`config.mk`:
```
export PLATFORM = sky130hd
export DESIGN_NAME = cent_rollover_top
export DESIGN_NICKNAME = d
export VERILOG_FILES = /design/src/rtl/cent_pkg.sv /design/src/rtl/cent_wrap_detect.sv /design/src/rtl/cent_status_reg.sv /design/src/rtl/cent_irq_gate.sv /design/src/rtl/cent_rollover_top.sv
export SDC_FILE = /design/constraint.sdc
export NUM_CORES = 1
export LEC_CHECK = 0
export ABC_CLOCK_PERIOD_IN_PS = 1100
export CAP_MARGIN = 30
export CORE_AREA = 2 2 39 41
export DETAILED_ROUTE_END_ITERATION = 10
export DIE_AREA = 0 0 41 43
export HOLD_SLACK_MARGIN = 0.08
export SYNTH_ARGS = -nofsm -noshare
export SYNTH_HDL_FRONTEND = slang
export SYNTH_SLANG_ARGS = --single-unit
```
`constraint.sdc`:
```
create_clock -name clk -period 1.1 [get_ports clk]
set_input_delay 0.165 -clock clk [delete_from_list [all_inputs] [get_ports clk]]
set_output_delay 0.165 -clock clk [all_outputs]
set_load 0.02 [all_outputs]
```
`src/rtl/cent_pkg.sv`:
```
package cent_pkg;
  localparam int PWR_W = 3;

  typedef enum logic [PWR_W-1:0] {
    PWR_RUN = 3'd0,
    PWR_S1  = 3'd1,
    PWR_S2  = 3'd2,
    PWR_S3  = 3'd3,
    PWR_S4  = 3'd4,
    PWR_S5  = 3'd5
  } pwr_e;
endpackage

```
`src/rtl/cent_wrap_detect.sv`:
```
module cent_wrap_detect #(
  parameter int DIGITS = 2,
  localparam int YW = 4 * DIGITS
) (
  input  logic          adv,
  input  logic [YW-1:0] year,
  output logic          wrap
);
  logic [DIGITS-1:0] digit_top;

  // A wrap is due when every BCD digit sits at its maximum, 9.
  for (genvar d = 0; d < DIGITS; d++) begin : g_digit
    assign digit_top[d] = (year[4*d +: 4] == 4'h9);
  end

  assign wrap = adv & (&digit_top);
endmodule

```
`src/rtl/cent_status_reg.sv`:
```
module cent_status_reg #(
  parameter int STAT_W   = 16,
  parameter int STAT_BIT = 12
) (
  input  logic              clk,
  input  logic              rst,
  input  logic              set,
  input  logic              wr,
  input  logic [STAT_W-1:0] wdata,
  output logic              flag_q,
  output logic              flag_nxt
);
  localparam logic [STAT_W-1:0] CLR_MASK = STAT_W'(1) << STAT_BIT;

  logic [STAT_W-1:0] hit;
  logic              clr;

  assign hit      = wdata & CLR_MASK;
  assign clr      = wr & (|hit);
  // A set wins over a clear on the same edge.
  assign flag_nxt = set | (flag_q & ~clr);

  always_ff @(posedge clk) begin
    if (rst) flag_q <= 1'b0;
    else     flag_q <= flag_nxt;
  end

  assert_set_R2: assert property (@(posedge clk) disable iff (rst)
    set |=> flag_q);
  assert_clear_R4: assert property (@(posedge clk) disable iff (rst)
    (clr && !set) |=> !flag_q);
  assert_hold_R4: assert property (@(posedge clk) disable iff (rst)
    (!clr && !set) |=> $stable(flag_q));
  assert_prio_R6: assert property (@(posedge clk) disable iff (rst)
    (clr && set) |=> flag_q);
endmodule

```
`src/rtl/cent_irq_gate.sv`:
```
module cent_irq_gate
  import cent_pkg::*;
(
  input  logic             clk,
  input  logic             rst,
  input  logic             flag_nxt,
  input  logic [PWR_W-1:0] pwr,
  input  logic             en,
  output logic             irq_q
);
  logic running;

  assign running = (pwr == PWR_RUN);

  always_ff @(posedge clk) begin
    if (rst) irq_q <= 1'b0;
    else     irq_q <= flag_nxt & running & en;
  end

  assert_sleep_quiet_R8: assert property (@(posedge clk) disable iff (rst)
    !running |=> !irq_q);
  assert_enable_R10: assert property (@(posedge clk) disable iff (rst)
    !en |=> !irq_q);
endmodule

```
`src/rtl/cent_rollover_top.sv`:
```
module cent_rollover_top
  import cent_pkg::*;
#(
  parameter int DIGITS   = 2,
  parameter int STAT_W   = 16,
  parameter int STAT_BIT = 12,
  localparam int YW = 4 * DIGITS
) (
  input  logic              clk,
  input  logic              rst,
  input  logic              year_adv,
  input  logic [YW-1:0]     year_bcd,
  input  logic [PWR_W-1:0]  pwr_state,
  input  logic              irq_en,
  input  logic              stat_wr,
  input  logic [STAT_W-1:0] stat_wdata,
  output logic              cent_flag,
  output logic              smi_req
);
  logic wrap;
  logic flag_nxt;

  cent_wrap_detect #(.DIGITS(DIGITS)) u_detect (
    .adv  (year_adv),
    .year (year_bcd),
    .wrap (wrap)
  );

  cent_status_reg #(.STAT_W(STAT_W), .STAT_BIT(STAT_BIT)) u_status (
    .clk      (clk),
    .rst      (rst),
    .set      (wrap),
    .wr       (stat_wr),
    .wdata    (stat_wdata),
    .flag_q   (cent_flag),
    .flag_nxt (flag_nxt)
  );

  cent_irq_gate u_gate (
    .clk      (clk),
    .rst      (rst),
    .flag_nxt (flag_nxt),
    .pwr      (pwr_state),
    .en       (irq_en),
    .irq_q    (smi_req)
  );

  assert_no_spurious_R3: assert property (@(posedge clk) disable iff (rst)
    !(year_adv && (year_bcd == {DIGITS{4'h9}})) |=> !$rose(cent_flag));
  assert_irq_needs_flag_R7: assert property (@(posedge clk) disable iff (rst)
    smi_req |-> cent_flag);
  assert_clear_drops_irq_R11: assert property (@(posedge clk) disable iff (rst)
    $fell(cent_flag) |-> !smi_req);
endmodule

```
# After elaboration in Yosys (flattened, before gate mapping)
# Cells that the tools add are included.
# classes
n_reduce_logical	2
eq_ne	2
bitwise_logic	7
# ops
op	n
4-bit == test (second input constant)	2
1-bit AND	5
3-bit logical NOT	1
2-bit AND reduction	1
1-bit inverter	1
1-bit bitwise OR	1
# word_totals
out_inout_bits	2
word_cells	13
in_bits	32
ff_bits	2

# Logic depth before layout (Yosys ltp)
# Gate-level depths: netlist of the first run.
# depth
depth_word	6
mapped_depth	3
mapped_depth_nobuf	3

# By module
# From an unflattened synthesis of the first run, not the netlist that was laid out.
# hier_totals
hier_cells	12
area_unflattened_um2	118.9
# by_module_without_submodules
module	seq_area_each_um2	area_each_um2	n_inst	cells_per_inst
cent_status_reg	20.0	48.8	1	6
cent_irq_gate	20.0	41.3	1	3
cent_wrap_detect	0.0	28.8	1	3

# Least setup slack after synthesis of the first run
# Ideal clock, no wire load.
# synth_timing
kind	input port to flip-flop
startpoint	input port pwr_state[1]
endpoint	register u_gate.irq_q
required_time_ns	1.034
setup_ns	0.066
slack_ns	0.261
arrival_time_ns	0.773
n_path_buf	0
cell_stages	2
cell_sequence	or4b_4 -> a21oi_2
# synth_between
elab_chain_len	3
# synth_rtl
item	line	source
start, declared	cent_rollover_top.sv:13	input logic [PWR_W-1:0] pwr_state,
3-bit logical NOT	cent_irq_gate.sv:13	assign running = (pwr == PWR_RUN);
1-bit AND (2 in series)	cent_irq_gate.sv:17	else irq_q <= flag_nxt & running & en;
end signal, assigned	cent_irq_gate.sv:17	
end, declared	cent_irq_gate.sv:9	output logic irq_q
# Every way passes these cells.
# A chain may end at the register's enable or synchronous reset.

# Final worst setup path of the first run
# layout_timing
startpoint	register u_status.flag_q
endpoint	output port cent_flag
# layout_lines
item	line	source
start, declared	cent_status_reg.sv:10	output logic flag_q,
start signal, assigned	cent_status_reg.sv:25	else flag_q <= flag_nxt;
end, declared	cent_rollover_top.sv:17	output logic cent_flag,
# No word-level cell between the ends.

==> results.sh, run 1 <==
export IMPL_status="finished, final reports clean"
export IMPL_fin_skew_ns=0.0004162
export IMPL_yosysTopAreaCell="dfxtp_1"
export IMPL_final_common_cell="clkdlybuf4s50_1"
export IMPL_netlist_top_cells_area="dfxtp_1, nor4bb_1, or4b_4"
export IMPL_power_density_nw_per_um2=865.8
export IMPL_final_util=0.2586
export IMPL_netlist_area_um2=106.4
export IMPL_synthAdderAreaFrac=0
export IMPL_pwr_share_seq=0.236
export IMPL_comb_power_share=0.235
export IMPL_critPathRequiredTime_ns=0.94
export IMPL_path_cells="dlygate4sd2_1"
export IMPL_grt_overflow_total=0
export IMPL_via_per_inst=3.458
export IMPL_path_buf_inv=1
export IMPL_dpl_hpwl_um=338.4
export IMPL_area_growth_pct=236.5
export IMPL_total_leakage_power_nw=0.1545
export IMPL_diodes=0
export IMPL_synth_xor_area_frac=0
export IMPL_h_tree_depth=1
export IMPL_fin_crit_sh=0.9391
export IMPL_synthSimpleGateAreaFrac=0.5412
export IMPL_die_width_um=41
export IMPL_die_area_um2=1763
export IMPL_worstPathMaxFanout=2
export IMPL_p_int_w=0.0002547
export IMPL_grt_pass1_wl_um=641
export IMPL_clock_sinks=2
export IMPL_worstRegToRegCells=2
export IMPL_path_class="reg2out"
export IMPL_relSlewSlack=0.8659
export IMPL_drc=0
export IMPL_vias=166
export IMPL_dp_cells=45
export IMPL_io_buffers=18
export IMPL_antenna_found_initial=0
export IMPL_crit_path_start_kind="flip-flop"
export IMPL_grt_max_degree=3
export IMPL_finalWeightedCongestion=0.6152
export IMPL_maxCapViolations=0
export IMPL_crit_cells=1
export IMPL_slowest_delay_ns=0.33
export IMPL_grt_pass1_vias=168
export IMPL_crit_path_end="cent_flag"
export IMPL_yosysTopAreaCellShare=0.3765
export IMPL_synth_seq_cells=2
export IMPL_num_io_pins=34
export IMPL_postCtsSetupRepairBufs=0
export IMPL_endpoint_kind="output pin"
export IMPL_n_fill_cell=149
export IMPL_hold_path_class="in2reg"
export IMPL_coreArea_um2=1384
export IMPL_rsz0062_at_grt="no"
export IMPL_detailedRoute_firstIterationViolations=1
export IMPL_worst_slew_pin_slew_ns=0.1983
export IMPL_fmax_mhz=968.0
export IMPL_drv_slew=0
export IMPL_layout_common_cells="clkdlybuf4s50_1, clkbuf_4, nand2_1, dlygate4sd2_1, dfxtp_1"
export IMPL_ys_seq_area_frac=0.3765
export IMPL_cts_buffers=3
export IMPL_finalHoldViolations=0
export IMPL_rr_endpoint="u_gate.irq_q"
export IMPL_p_sw_frac=0.1778
export IMPL_finalCriticalPeriod_ns=1.033
export IMPL_min_path_cells=4
export IMPL_finalNetCount=66
export IMPL_finalSetupViolations=0
export IMPL_ys_types=7
export IMPL_vdd_drop_max_uv=233.1
export IMPL_final_antenna_net_count=0
export IMPL_synth_top_family_by_area="simple AND/OR/NAND/NOR gates"
export IMPL_initial_utilization=0.07685
export IMPL_synth_compound_area_frac=0.08235
export IMPL_startpoint="u_status.flag_q"
export IMPL_clk_latency_ns=0.22
export IMPL_synth_cells=10
export IMPL_grt_use_total=0.06325
export IMPL_cts_max_path_buffers=2
export IMPL_routed_wl_um=386
export IMPL_r2r_slack_ns=0.48
export IMPL_crit_family="buffers and inverters"
export IMPL_cts_root_buf="clkbuf_4"
export IMPL_wl_per_cell_um=8.042
export IMPL_crit_arrival_ns=0.87
export IMPL_syn_nets=42
export IMPL_pwr_share_clk=0.529
export IMPL_row_count=14
export IMPL_die_h_um=43
export IMPL_ys_warn_count=0
export IMPL_dr_pass1_iters=2
export IMPL_drive_above_1_share=0.2500
export IMPL_syn_mean_instance_area_um2=10.64
export IMPL_slowest_stage="dlygate4sd2_1"
export IMPL_tritoncts="done"
export IMPL_switching_power_w=0.00005509
export IMPL_r2r_start="u_status.flag_q"
export IMPL_synth_area_mux_share=0
export IMPL_finish_cell_count_without_fillers=48
export IMPL_clk_pin_slew_ns=0.03
## cell usage after synthesis
master    instances
nand2_1           2
dfxtp_1           2
nand4b_1          1
a21oi_2           1
nor4bb_1          2
or4b_4            1
nand3b_1          1
## how the worst min path moves through the flow
stage / start / end
final: year_bcd[1] / u_gate.irq_q
after detailed placement: u_status.flag_q / u_gate.irq_q
after CTS: u_status.flag_q / u_gate.irq_q
after global routing: year_bcd[1] / u_gate.irq_q
after global placement: u_status.flag_q / u_gate.irq_q
after floorplan: pwr_state[2] / u_gate.irq_q
## registers in the layout (all words and copies together) (netlist names)
signal	flops
u_gate.irq_q	1
u_status.flag_q	1
## layout make-up
| type | instances | area (um^2) | area share |
|---|---|---|---|
| Clock buffer | 3 | 22.52 | 0.06294 |
| Multi-Input combinational cell | 8 | 87.58 | 0.2448 |
| Sequential cell | 2 | 40.04 | 0.1119 |
| Tap cell | 16 | 20.02 | 0.05594 |
| Timing Repair Buffer | 19 | 187.7 | 0.5245 |
## per-layer routing
metal	global-route usage	share of wire	routed length, um	vias to the layer above
met5	0	0	0	-
met4	0.08000	0.039	15	0
met3	0.05236	0.21	81	2
met2	0.06563	0.44	168	16
met1	0.06431	0.31	121	64
li1	-	-	-	84
## power groups by stage
| stage | combinational, W | clock, W | sequential (W) |
|---|---|---|---|
| finish | 0.0000728 | 0.000164 | 0.0000732 |
| global route | 0.0000777 | 0.000182 | 0.0000731 |
| CTS | 0.0000669 | 0.000176 | 0.0000732 |
| detailed placement | 0.0000669 | 0 | 0.0000741 |
| global placement | 0.0000665 | 0 | 0.0000741 |
| floorplan | 0.00000740 | 0 | 0.0000742 |
## timing repair
item	CTS	global route
pin swaps	0	2
setup endpoints to repair	2	1
hold buffers	0	0
gates resized for setup	2	4
## logic make-up (layout without fill, tap and decap cells)
| kind of cell | count (synthesis) | count (layout) |
|---|---|---|
| buffers and inverters | 0 | 22 |
| AO/OA/AOI/OAI | 1 | 1 |
| AND/OR/NAND/NOR | 7 | 7 |
| flip-flops | 2 | 2 |
## metrics by stage
stage / area, um^2 / hold slack (ns) / TNS (ns) / worst slack [ns] / total power (W)
global route: 357.8 / 0.3842 / 0 / 0.0006218 / 0.0003327
detailed placement: 314.1 / 0.5119 / -0.3712 / -0.2173 / 0.0001410
global placement: 314.1 / 0.5093 / -0.3308 / -0.1964 / 0.0001407
CTS: 334.1 / 0.5167 / 0 / 0.02159 / 0.0003158
floorplan: 106.4 / 0.3332 / 0 / 0.2606 / 0.00008163
finish: 357.8 / 0.3607 / 0 / 0.06698 / 0.0003098
Note: power is estimated with default switching activity, not from simulation.
==> run 2, diff against run 1 <==
--- a/config.mk
+++ b/config.mk
@@ -11,6 +11,8 @@
 export DETAILED_ROUTE_END_ITERATION = 10
 export DIE_AREA = 0 0 41 43
 export HOLD_SLACK_MARGIN = 0.08
+export SETUP_SLACK_MARGIN = 0.15
+export SLEW_MARGIN = 20
 export SYNTH_ARGS = -nofsm -noshare
 export SYNTH_HDL_FRONTEND = slang
 export SYNTH_SLANG_ARGS = --single-unit
==> run 2 against run 1 <==
Effect of this change: count of clock-buffer cells in the layout unchanged; global-route usage unchanged; sequential cell count unchanged; critical path depth up 3; clock skew about the same; via count up 1.8%; largest cell class unchanged.
==> results.sh, run 2 (synthesized netlist as in run 1, its figures left out) <==
export IMPL_status="finished, final reports clean"
export IMPL_area_growth_pct=223.5
export IMPL_finalSetupViolations=0
export IMPL_grt_pass1_vias=165
export IMPL_wl_per_cell_um=8.208
export IMPL_grt_overflow_total=0
export IMPL_maxCapViolations=0
export IMPL_num_io_pins=34
export IMPL_finalHoldViolations=0
export IMPL_n_fill_cell=155
export IMPL_worstPathMaxFanout=2
export IMPL_detailedRoute_firstIterationViolations=1
export IMPL_dpl_hpwl_um=338.4
export IMPL_fin_area_um2=344.1
export IMPL_final_common_cell="dlygate4sd2_1"
export IMPL_fmax_mhz=1081
export IMPL_place_area_um2=314.1
export IMPL_dp_cells=45
export IMPL_finalCriticalPeriod_ns=0.9252
export IMPL_cts_root_buf="clkbuf_4"
export IMPL_h_tree_depth=1
export IMPL_power_density_nw_per_um2=880.0
export IMPL_total_leakage_power_nw=0.1622
export IMPL_coreArea_um2=1384
export IMPL_cts_max_path_buffers=2
export IMPL_postCtsSetupRepairBufs=0
export IMPL_row_count=14
export IMPL_vdd_drop_max_uv=230.9
export IMPL_fin_crit_sh=0.8411
export IMPL_hold_ws_ns=0.3125
export IMPL_vias=169
export IMPL_reg_top3="u_gate.irq_q (1), u_status.flag_q (1)"
export IMPL_hold_path_class="in2reg"
export IMPL_antenna_found_initial=0
export IMPL_die_area_um2=1763
export IMPL_critPathRequiredTime_ns=1.26
export IMPL_final_antenna_net_count=0
export IMPL_grt_pass1_wl_um=641
export IMPL_crit_path_start_kind="input pin"
export IMPL_drc=0
export IMPL_worst_slew_pin_slew_ns=0.1851
export IMPL_drv_slew=0
export IMPL_initial_utilization=0.07685
export IMPL_dr_pass1_iters=2
export IMPL_endpoint_kind="flip-flop"
export IMPL_crit_arrival_ns=1.09
export IMPL_die_width_um=41
export IMPL_rsz0062_at_grt="yes"
export IMPL_grt_use_total=0.06325
export IMPL_place_ws_ns=-0.2173
export IMPL_tritoncts="done"
export IMPL_die_h_um=43
export IMPL_clk_latency_ns=0.23
export IMPL_relSlewSlack=0.8764
export IMPL_routed_wl_um=394
export IMPL_drive_above_1_share=0.3125
export IMPL_via_per_inst=3.521
export IMPL_cts_hold_buffers=0
export IMPL_io_buffers=18
export IMPL_diodes=0
export IMPL_finish_cell_count_without_fillers=48
export IMPL_fin_skew_ns=0.0007514
export IMPL_finalWorstSetupSlack_ns=0.1748
export IMPL_clk_pin_slew_ns=0.03
export IMPL_finalWeightedCongestion=0.6152
export IMPL_grt_max_degree=3
export IMPL_cts_buffers=3
export IMPL_path_class="in2reg"
export IMPL_finalNetCount=66
export IMPL_layout_common_cells="dlygate4sd2_1, clkdlybuf4s50_1, clkbuf_4"
export IMPL_clock_sinks=2
==> run 2: final timing paths <==
path | from | to | slack, ns | cells past startpoint
worst max-delay path | year_adv | u_gate.irq_q | 0.17 | 4
worst min-delay path | pwr_state[1] | u_gate.irq_q | 0.31 | 3
worst max register to register | u_status.flag_q | u_gate.irq_q | 0.46 | 2
worst min register to register | u_status.flag_q | u_gate.irq_q | 0.52 | 2
==> run 2: timing repair <==
| action | 4_1_cts | 5_1_grt |
|---|---|---|
| cloned | 0 | 0 |
| resized for setup | 19 | 3 |
| endpoints found under the setup margin | 4 | 3 |
| pin swaps | 5 | 1 |
==> run 2: worst max-delay path: stages <==
cell and delay (ns):
clkdlybuf4s50_1 0.45, nor4bb_4 0.17, nand4b_1 0.16, a21oi_2 0.13
==> run 2: metal layers <==
metal	vias up	GRT usage	routed length, um
li1	85	-	-
met1	66	0.06431	126
met2	16	0.06563	163
met3	2	0.05236	88
met4	0	0.08000	15
met5	-	0	0
==> run 2: power by group <==
| group | leakage (nW) | internal [W] | switching (W) |
|---|---|---|---|
| clock | 0.0138 | 0.000121 | 0.0000445 |
| combinational | 0.132 | 0.0000510 | 0.0000135 |
| sequential | 0.0161 | 0.0000732 | 0.0000000274 |
==> run 2: per-stage QoR <==
stage	total power, W	setup TNS [ns]	utilization
finish	0.0003028	0	0.2486
global route	0.0003244	0	0.2486
CTS	0.0003067	0	0.2405
detailed placement	0.0001410	-0.3712	0.2269
global placement	0.0001407	-0.3308	0.2269
floorplan	0.00008163	0	-
==> run 2: cell type report <==
class                           count  area [um^2]  area share
Timing Repair Buffer               19        165.2      0.4800
Multi-Input combinational cell      8        96.34      0.2800
Sequential cell                     2        40.04      0.1164
Clock buffer                        3        22.52     0.06545
Tap cell                           16        20.02     0.05818
